--- src/rtl/cdw_pkg.sv ---
package cdw_pkg;
  localparam int WORD_W    = 32;
  localparam int LEN_W     = 13;
  localparam int MAX_SEG   = 4096;
  localparam int BURST_W   = 3;
  localparam int BURST_DEF = 2;
  localparam int WPD       = 4;
  localparam int IDX_W     = $clog2(WPD);
  localparam int DESC_B    = WPD * (WORD_W / 8);

  // control word bit positions (software-visible)
  localparam int OWN_B   = 31;
  localparam int CES_B   = 30;
  localparam int EOR_B   = 5;
  localparam int CHAIN_B = 4;
  localparam int FIRST_B = 3;
  localparam int LAST_B  = 2;
  localparam int DIC_B   = 1;

  typedef enum logic [2:0] {
    ST_IDLE,
    ST_FETCH,
    ST_CHECK,
    ST_MOVE,
    ST_WB
  } state_e;

  typedef struct packed {
    logic own;
    logic eor;
    logic chain;
    logic first;
    logic last;
    logic dic;
  } ctl_t;
endpackage

--- src/rtl/cdw_decode.sv ---
module cdw_decode
  import cdw_pkg::*;
#(
  parameter int AW = 32
) (
  input  logic [WORD_W-1:0] ctl_w_i,
  input  logic [WORD_W-1:0] size_w_i,
  input  logic [AW-1:0]     buf_w_i,
  output ctl_t              ctl_o,
  output logic [LEN_W-1:0]  len_o,
  output logic              len_zero_o,
  output logic              len_over_o,
  output logic              buf_misal_o
);
  always_comb begin
    ctl_o.own   = ctl_w_i[OWN_B];
    ctl_o.eor   = ctl_w_i[EOR_B];
    ctl_o.chain = ctl_w_i[CHAIN_B];
    ctl_o.first = ctl_w_i[FIRST_B];
    ctl_o.last  = ctl_w_i[LAST_B];
    ctl_o.dic   = ctl_w_i[DIC_B];
  end

  assign len_o       = size_w_i[LEN_W-1:0];
  assign len_zero_o  = (len_o == '0);
  assign len_over_o  = (int'(len_o) > MAX_SEG);
  assign buf_misal_o = (buf_w_i[1:0] != 2'b00);
endmodule

--- src/rtl/cdw_next_addr.sv ---
module cdw_next_addr
  import cdw_pkg::*;
#(
  parameter int AW = 32
) (
  input  logic [AW-1:0] cur_i,
  input  logic [AW-1:0] base_i,
  input  logic [AW-1:0] ptr_i,
  input  logic          chain_i,
  input  logic          eor_i,
  output logic [AW-1:0] nxt_o,
  output logic          misal_o
);
  localparam logic [AW-1:0] STEP = AW'(DESC_B);

  // end-of-ring has priority over the chain pointer
  always_comb begin
    if (eor_i)        nxt_o = base_i;
    else if (chain_i) nxt_o = ptr_i;
    else              nxt_o = cur_i + STEP;
  end

  assign misal_o = (nxt_o[1:0] != 2'b00);
endmodule

--- src/rtl/cdw_event.sv ---
module cdw_event (
  input  logic clk_i,
  input  logic rst_ni,
  input  logic clr_i,
  input  logic wb_i,
  input  logic dic_i,
  input  logic err_i,
  input  logic last_i,
  input  logic unavail_i,
  input  logic bus_err_i,
  output logic irq_o,
  output logic done_o,
  output logic unavail_o,
  output logic bus_err_o
);
  always_ff @(posedge clk_i or negedge rst_ni) begin
    if (!rst_ni) begin
      irq_o     <= 1'b0;
      done_o    <= 1'b0;
      unavail_o <= 1'b0;
      bus_err_o <= 1'b0;
    end else begin
      irq_o  <= wb_i && (!dic_i || err_i);
      done_o <= wb_i && last_i;
      if (unavail_i)  unavail_o <= 1'b1;
      else if (clr_i) unavail_o <= 1'b0;
      if (bus_err_i)  bus_err_o <= 1'b1;
      else if (clr_i) bus_err_o <= 1'b0;
    end
  end
endmodule

--- src/rtl/chain_dma_walker.sv ---
module chain_dma_walker
  import cdw_pkg::*;
#(
  parameter int AW = 32
) (
  input  logic               clk_i,
  input  logic               rst_ni,
  input  logic               start_i,
  input  logic [AW-1:0]      base_addr_i,
  output logic               busy_o,
  output logic               mem_req_o,
  output logic               mem_we_o,
  output logic [AW-1:0]      mem_addr_o,
  output logic [WORD_W-1:0]  mem_wdata_o,
  input  logic               mem_ack_i,
  input  logic [WORD_W-1:0]  mem_rdata_i,
  output logic               mv_req_o,
  output logic [AW-1:0]      mv_addr_o,
  output logic [LEN_W-1:0]   mv_len_o,
  output logic [BURST_W-1:0] mv_burst_o,
  output logic               mv_first_o,
  output logic               mv_last_o,
  input  logic               mv_done_i,
  input  logic               mv_err_i,
  output logic               irq_o,
  output logic               done_o,
  output logic               unavail_o,
  output logic               bus_err_o
);
  localparam logic [IDX_W-1:0] LAST_IDX = IDX_W'(WPD - 1);

  state_e            state_q, state_d;
  logic [AW-1:0]     base_q, cur_q;
  logic [IDX_W-1:0]  widx_q;
  logic [WORD_W-1:0] words_q [WPD];
  logic              err_q;

  ctl_t              ctl;
  logic [LEN_W-1:0]  len;
  logic              len_zero, len_over, buf_misal;
  logic [AW-1:0]     nxt_addr;
  logic              nxt_misal;

  logic start_ok, ev_unavail, ev_bus_err, ev_wb;

  cdw_decode #(.AW(AW)) dec_i (
    .ctl_w_i     (words_q[0]),
    .size_w_i    (words_q[1]),
    .buf_w_i     (words_q[2][AW-1:0]),
    .ctl_o       (ctl),
    .len_o       (len),
    .len_zero_o  (len_zero),
    .len_over_o  (len_over),
    .buf_misal_o (buf_misal)
  );

  cdw_next_addr #(.AW(AW)) nxt_i (
    .cur_i   (cur_q),
    .base_i  (base_q),
    .ptr_i   (words_q[3][AW-1:0]),
    .chain_i (ctl.chain),
    .eor_i   (ctl.eor),
    .nxt_o   (nxt_addr),
    .misal_o (nxt_misal)
  );

  cdw_event evt_i (
    .clk_i     (clk_i),
    .rst_ni    (rst_ni),
    .clr_i     (start_ok),
    .wb_i      (ev_wb),
    .dic_i     (ctl.dic),
    .err_i     (err_q),
    .last_i    (ctl.last),
    .unavail_i (ev_unavail),
    .bus_err_i (ev_bus_err),
    .irq_o     (irq_o),
    .done_o    (done_o),
    .unavail_o (unavail_o),
    .bus_err_o (bus_err_o)
  );

  assign start_ok = start_i && (state_q == ST_IDLE);

  always_comb begin
    state_d    = state_q;
    ev_unavail = 1'b0;
    ev_bus_err = 1'b0;
    ev_wb      = 1'b0;
    unique case (state_q)
      ST_IDLE: begin
        if (start_ok) begin
          if (base_addr_i[1:0] != 2'b00) ev_bus_err = 1'b1;
          else                           state_d = ST_FETCH;
        end
      end
      ST_FETCH: begin
        if (mem_ack_i) begin
          if (widx_q == '0 && !mem_rdata_i[OWN_B]) begin
            ev_unavail = 1'b1;
            state_d    = ST_IDLE;
          end else if (widx_q == LAST_IDX) begin
            state_d = ST_CHECK;
          end
        end
      end
      ST_CHECK: begin
        if (len_over || (!len_zero && buf_misal)) begin
          ev_bus_err = 1'b1;
          state_d    = ST_IDLE;
        end else if (len_zero) begin
          state_d = ST_WB;
        end else begin
          state_d = ST_MOVE;
        end
      end
      ST_MOVE: begin
        if (mv_done_i) state_d = ST_WB;
      end
      ST_WB: begin
        if (mem_ack_i) begin
          ev_wb = 1'b1;
          if (ctl.last) begin
            state_d = ST_IDLE;
          end else if (nxt_misal) begin
            ev_bus_err = 1'b1;
            state_d    = ST_IDLE;
          end else begin
            state_d = ST_FETCH;
          end
        end
      end
      default: state_d = ST_IDLE;
    endcase
  end

  always_ff @(posedge clk_i or negedge rst_ni) begin
    if (!rst_ni) begin
      state_q <= ST_IDLE;
      base_q  <= '0;
      cur_q   <= '0;
      widx_q  <= '0;
      err_q   <= 1'b0;
    end else begin
      state_q <= state_d;
      if (start_ok) begin
        base_q <= base_addr_i;
        cur_q  <= base_addr_i;
        widx_q <= '0;
      end
      if (state_q == ST_FETCH && mem_ack_i) widx_q <= widx_q + 1'b1;
      if (state_q == ST_CHECK) err_q <= 1'b0;
      if (state_q == ST_MOVE && mv_done_i) err_q <= mv_err_i;
      if (ev_wb && state_d == ST_FETCH) begin
        cur_q  <= nxt_addr;
        widx_q <= '0;
      end
    end
  end

  for (genvar g = 0; g < WPD; g++) begin : g_word
    always_ff @(posedge clk_i or negedge rst_ni) begin
      if (!rst_ni)
        words_q[g] <= '0;
      else if (state_q == ST_FETCH && mem_ack_i && widx_q == IDX_W'(g))
        words_q[g] <= mem_rdata_i;
    end
  end

  always_comb begin
    mem_req_o   = 1'b0;
    mem_we_o    = 1'b0;
    mem_addr_o  = '0;
    mem_wdata_o = '0;
    if (state_q == ST_FETCH) begin
      mem_req_o  = 1'b1;
      mem_addr_o = cur_q + AW'({widx_q, 2'b00});
    end else if (state_q == ST_WB) begin
      mem_req_o   = 1'b1;
      mem_we_o    = 1'b1;
      mem_addr_o  = cur_q;
      mem_wdata_o = words_q[0];
      mem_wdata_o[OWN_B] = 1'b0;
      mem_wdata_o[CES_B] = err_q;
    end
  end

  assign busy_o     = (state_q != ST_IDLE);
  assign mv_req_o   = (state_q == ST_MOVE);
  assign mv_addr_o  = words_q[2][AW-1:0];
  assign mv_len_o   = len;
  assign mv_burst_o = BURST_W'(BURST_DEF);
  assign mv_first_o = ctl.first;
  assign mv_last_o  = ctl.last;
endmodule

--- config.mk ---
export PLATFORM = sky130hd
export DESIGN_NAME = chain_dma_walker
export DESIGN_NICKNAME = d
export VERILOG_FILES = /design/src/rtl/cdw_pkg.sv /design/src/rtl/cdw_decode.sv /design/src/rtl/cdw_next_addr.sv /design/src/rtl/cdw_event.sv /design/src/rtl/chain_dma_walker.sv
export SDC_FILE = /design/constraint.sdc
export NUM_CORES = 1
export LEC_CHECK = 0
export BUFFER_PORTS_ARGS = -buffer_cell sky130_fd_sc_hd__buf_2
export CAP_MARGIN = 20
export CORE_MARGIN = 5
export CORE_UTILIZATION = 25
export CTS_CLUSTER_SIZE = 12
export DETAILED_ROUTE_END_ITERATION = 8
export PLACE_DENSITY = 0.44
export SYNTH_ARGS = -nofsm -noshare
export SYNTH_HDL_FRONTEND = slang
export SYNTH_SLANG_ARGS = --single-unit
--- constraint.sdc ---
create_clock -name clk_i -period 7.65 [get_ports clk_i]
set_input_delay 1.1475 -clock clk_i [delete_from_list [all_inputs] [get_ports clk_i]]
set_output_delay 1.1475 -clock clk_i [all_outputs]
set_load 0.05 [all_outputs]
# Yosys cells after proc, flatten, opt, wreduce, memory -nomap -nowiden
# Index checks and enable logic that the tools add are counted.
# classes
addsub	3
n_mul	0
n_div	0
order_cmp	1
n_eq_ne	8
n_shift	0
muxes	43
bitwise_logic	0
n_reduce_logical	29
# ops
operator	count
32-bit two-way mux	6
31-bit two-way mux	2
32-bit by 4-bit adder with 32-bit output	1
32-bit by 5-bit adder with 32-bit output, second input constant	1
3-bit two-way mux	9
1-bit two-way mux	21
3-bit one-hot mux with 5 select lines	1
2-bit nonzero test	7
13-bit > comparator, second input constant	1
13-bit logical NOT	1
1-bit logical AND	12
3-bit by 1-bit equality test with 1-bit output, second input constant	2
3-bit by 2-bit equality test with 1-bit output, second input constant	2
2-bit two-way mux	3
3-bit nonzero test	2
2-bit equality test, second input constant	2
3-bit equality test, second input constant	1
1-bit logical NOT	3
3-bit logical NOT	1
1-bit one-hot mux with 3 select lines	1
2-bit by 1-bit adder with 2-bit output, second input constant	1
2-bit by 1-bit equality test with 1-bit output, second input constant	1
2-bit logical NOT	1
1-bit logical OR	2
# word_totals
ff_bits	181
latch_bits	0
ram_bits	0
mem_bits_ro	0
input_bits	70
output_inout_bits	122
elab_cells	97
memories	0

# Longest topological paths before layout
# depth
depth_word	11
depth_mapped	8
depth_no_buf	6

# Modules after synthesis
# A second synthesis with hierarchy kept.
# hier_totals
cells_unflattened	1061
area_unflattened_um2	10601.4
# by_module_without_submodules
mod	instances	cells_per_inst	area_per_inst_um2	seq_area_each_um2
chain_dma_walker	1	849	9136.3	4954.8
cdw_next_addr	1	177	1128.6	0.0
cdw_decode	1	25	200.2	0.0
cdw_event	1	10	136.4	100.1

# Least setup slack after synthesis
# OpenSTA, ideal clock, no wires.
# synth_timing
kind	flip-flop to output port
start	reg widx_q[0]
end	out mem_addr_o[12]
arrival_time_ps	3098
required_time_ps	6503
setup_slack_ps	3404
path_stages_with_launch	7
n_path_buf	2
path_cell_list	dfrtp_1 -> ha_1 -> inv_1 -> fa_1 -> clkbuf_1 -> clkbuf_1 -> o41ai_1
# synth_between
elab_chain_len	2
# synth_lines
element	line	rtl
from (decl)	chain_dma_walker.sv:34	logic [IDX_W-1:0] widx_q;
from (signal assigned)	chain_dma_walker.sv:151	if (state_q == ST_FETCH && mem_ack_i) widx_q <= widx_q + 1'b1;
32-bit by 4-bit adder with 32-bit output	chain_dma_walker.sv:177	mem_addr_o = cur_q + AW'({widx_q, 2'b00});
32-bit two-way mux	chain_dma_walker.sv:175	if (state_q == ST_FETCH) begin
to (decl)	chain_dma_walker.sv:13	output logic [AW-1:0] mem_addr_o,
# Every way passes these cells.

# Worst setup path after layout
# layout_timing
start	reg cur_q[4]
end	out mem_addr_o[30]
# layout_between
elab_chain_len	2
# layout_lines
element	line	rtl
from (decl)	chain_dma_walker.sv:33	logic [AW-1:0] base_q, cur_q;
from (signal assigned)	chain_dma_walker.sv:148	cur_q <= base_addr_i;
from (signal assigned)	chain_dma_walker.sv:155	cur_q <= nxt_addr;
32-bit by 4-bit adder with 32-bit output	chain_dma_walker.sv:177	
32-bit two-way mux	chain_dma_walker.sv:175	
# Every way passes these cells.

==> results.ini <==
[setup_path]
critPathLaunchType=flip-flop
cp-end-kind=output pin
slowest_delay_ps=810
r2r_slack_ps=4080
setup.worst_path.class=flip-flop to output pin
crit_cells=7
crit_buf_inv=1
path_common_cell=or4_1
required_ps=6500
crit_fanout=11
crit_path_top_delay_cell=or4_1
r2r_cells=7
worstPathArrival_ps=3640
worstPathCellList=ha_1 -> nand3_2 -> or4_1 -> or4_4 -> or4_1 -> nand3_1 -> buf_2
cpLargestDelayFamily=simple AND/OR/NAND/NOR gates

[finish]
area_growth_pct=21.2
nFillCells=3825
antenna_cells=0
fin_nets=1165
drive_above_1_share_pct=32.8
postLayoutCoreUtil_pct=30.8

[power]
ir_worst_vdd_uv=208
p_comb_share_pct=46.8
switching_power_mw=2.40
pwr_density_cell_mw_per_mm2=431
seqPwrFrac_pct=35.2
internal-power_mw=2.47
pwr-share-clk_pct=18.0
p_leak_nw=5.45
swShare_pct=49.3
p_total_mw=4.87

[synthesis]
netlist_area_mm2=0.00933
yosys.area_share.simple_pct=16.9
ys_seq_elements=181
synth_compound_area_share_pct=13.3
ys.flop_type=dfrtp_1
yosys.cell_types.count=64
synthAdderAreaFrac_pct=1.26
synth_cells=936
synth_top_family_by_area=simple AND/OR/NAND/NOR gates
async_flop_share_pct=100
synth_area_per_cell_um2=9.97
yosysSeqAreaShare_pct=48.5
synth.area.mux_share_pct=14.4
synth_enable_flop_cells=0
synth_top_cell_area_share_pct=48.5
synth_top_cell_by_area=dfrtp_1
synthXorXnorAreaFrac_pct=1.50
yosysWarnings=0
synth.area.top_cells=dfrtp_1, mux2_2, nand2_1

[min_path]
hold_depth=2
hold_path_class=flip-flop to flip-flop

[floorplanning]
dieHeight_um=203
start_util_pct=25.4
die_area_mm2=0.0413
row_count=70
die_x_um=203
fp.coreArea_mm2=0.0367
io_pins=192

[clocking]
ctsHtreeMaxLevel=4
cts_root_buf=clkbuf_16
cts-buffers-inserted=17
tritoncts=built
hold_buffers=0
clock_path_buffers=2
cts.clk_slew.worst_paths_ps=70
post_cts_buffers=0
clk_latency_ps=450
cts_resized=0
cts_sinks=181

[route]
wl_mm=33.8
num_vias=7931
drtPass1Iterations=6
antenna_left=0
post-route-drc-count=0
drt-initial-drc-count=525
vias_per_cell=5.06
detail_route.wl_per_cell_um=21.5

[global_routing]
grt_max_degree=111
antenna_found_initial=4
grt_pass1_vias=7837
grt_pass1_wl_mm=51.6
grt_util_all_layers_pct=16.2
grt_overflow=0

[sta]
layout_min_cycle_time_ps=4790
whs_ps=482
fmax_mhz=209
finalCritPeriodShare_pct=62.6
skew_ps=17.4
max_slew_margin_pct=28.2
slew_violations=0
setup-tns-final_ps=0
final-setup-viol-count=0
hold_violations=0
grt_setup_unrepaired=no
worst_pin_slew_ps=1080

[placement]
dp_hpwl_mm=23.9
routabilityCongestion=0.881
numPortBuffers=187

[job]
maxCapViolCount=0

[run_status]
status=finished, final reports clean

-- state kept, by name (all words and copies together) (netlist names) --
register and cells:
words_q 75, base_q 32, widx_q 2, err_q 1, state_q 3, mv_addr_o 32
evt_i.bus_err_o 1, cur_q 32, evt_i.done_o 1, evt_i.irq_o 1, evt_i.unavail_o 1
-- area by class of cell --
type	count	area (um2)	area share, %
inverters	16	60.1	0.531
clock buffers	18	429	3.80
repair buffers	205	1100	9.73
flip-flops and latches	181	4530	40.1
multi-input cells	666	4470	39.5
well taps	468	586	5.18
clock inverters	14	134	1.18
-- worst register-to-register path, stage by stage, from the launching register on --
cell     delay, ps
dfrtp_1        450
buf_4          290
nor4_1         840
o311a_1        840
nor2_1         260
buf_4          260
a31o_2         220
a211o_1        280
-- layer usage --
layer	vias to the layer above	part of all wire, %	GRT usage (%)
li1	3678	-	-
met1	3985	48	23.7
met2	230	45	24.5
met3	30	5.6	3.91
met4	8	1.1	3.54
met5	-	0.12	0
-- path summary, 6_finish.rpt --
kind,startpoint,end
setup / recovery,cur_q[4],mem_addr_o[30]
hold / removal,base_q[30],base_q[30]
setup reg to reg,words_q[100],cur_q[26]
hold reg to reg,base_q[30],base_q[30]
max in group asynchronous,rst_ni,cur_q[10]
min in group asynchronous,rst_ni,mv_addr_o[11]
-- power by group through the flow --
stage / clock (mW) / sequential [mW] / combinational (mW)
final: 0.874 / 1.71 / 2.28
after global routing: 0.941 / 1.77 / 2.46
after CTS: 0.905 / 1.71 / 2.29
after detailed placement: 0 / 1.72 / 2.29
after global placement: 0 / 1.70 / 2.28
after floorplan: 0 / 1.91 / 1.39
-- Yosys cell counts, types with 5 or more instances --
cell	n
ha_1	7
nand3_1	26
a21o_1	5
and3_1	37
xnor2_1	8
nor4_1	13
buf_1	10
buf_2	5
nand4_1	10
o211ai_1	8
a22oi_1	13
o22ai_1	5
nor3_1	12
a31oi_1	25
clkbuf_1	53
mux2_2	107
buf_4	6
nand2_1	151
and2_1	8
inv_1	16
a21oi_1	39
o21ai_0	47
o31ai_1	5
nor2_1	34
dfrtp_1	181
xor2_1	8
mux2i_1	14
-- metrics by stage --
step	cell area, um2	instances	worst slack [ps]
3_5_place_dp	10700	1535	3340
3_3_place_gp	10700	1535	3430
2_1_floorplan	9340	938	3400
4_1_cts	11300	1567	2840
5_1_grt	11300	1568	2680
6_report	11300	1568	2860
-- cells in the final DEF, fill, tap and decap left out, types with 5 or more instances in the layout --
| cell | n |
|---|---|
| a21o_1 | 5 |
| a21oi_1 | 39 |
| a22oi_1 | 13 |
| a31oi_1 | 25 |
| and2_1 | 8 |
| and3_1 | 37 |
| buf_2 | 186 |
| buf_4 | 17 |
| clkbuf_16 | 17 |
| dfrtp_1 | 180 |
| ha_1 | 7 |
| inv_1 | 16 |
| inv_6 | 5 |
| mux2_2 | 107 |
| mux2i_1 | 14 |
| nand2_1 | 150 |
| nand3_1 | 26 |
| nand4_1 | 10 |
| nor2_1 | 33 |
| nor3_1 | 12 |
| nor4_1 | 13 |
| o211ai_1 | 8 |
| o21ai_0 | 47 |
| o22ai_1 | 5 |
| o31ai_1 | 5 |
| xnor2_1 | 8 |
| xor2_1 | 8 |
-- cell families after synthesis --
| kind of cell | count (synthesis) |
|---|---|
| compound gates | 191 |
| xor+xnor | 16 |
| fa+ha+maj | 9 |
| buf+inv | 91 |
| flops | 181 |
| mux | 121 |
| other cells | 2 |
| simple gates | 325 |
(Power assumes the default switching activity.)
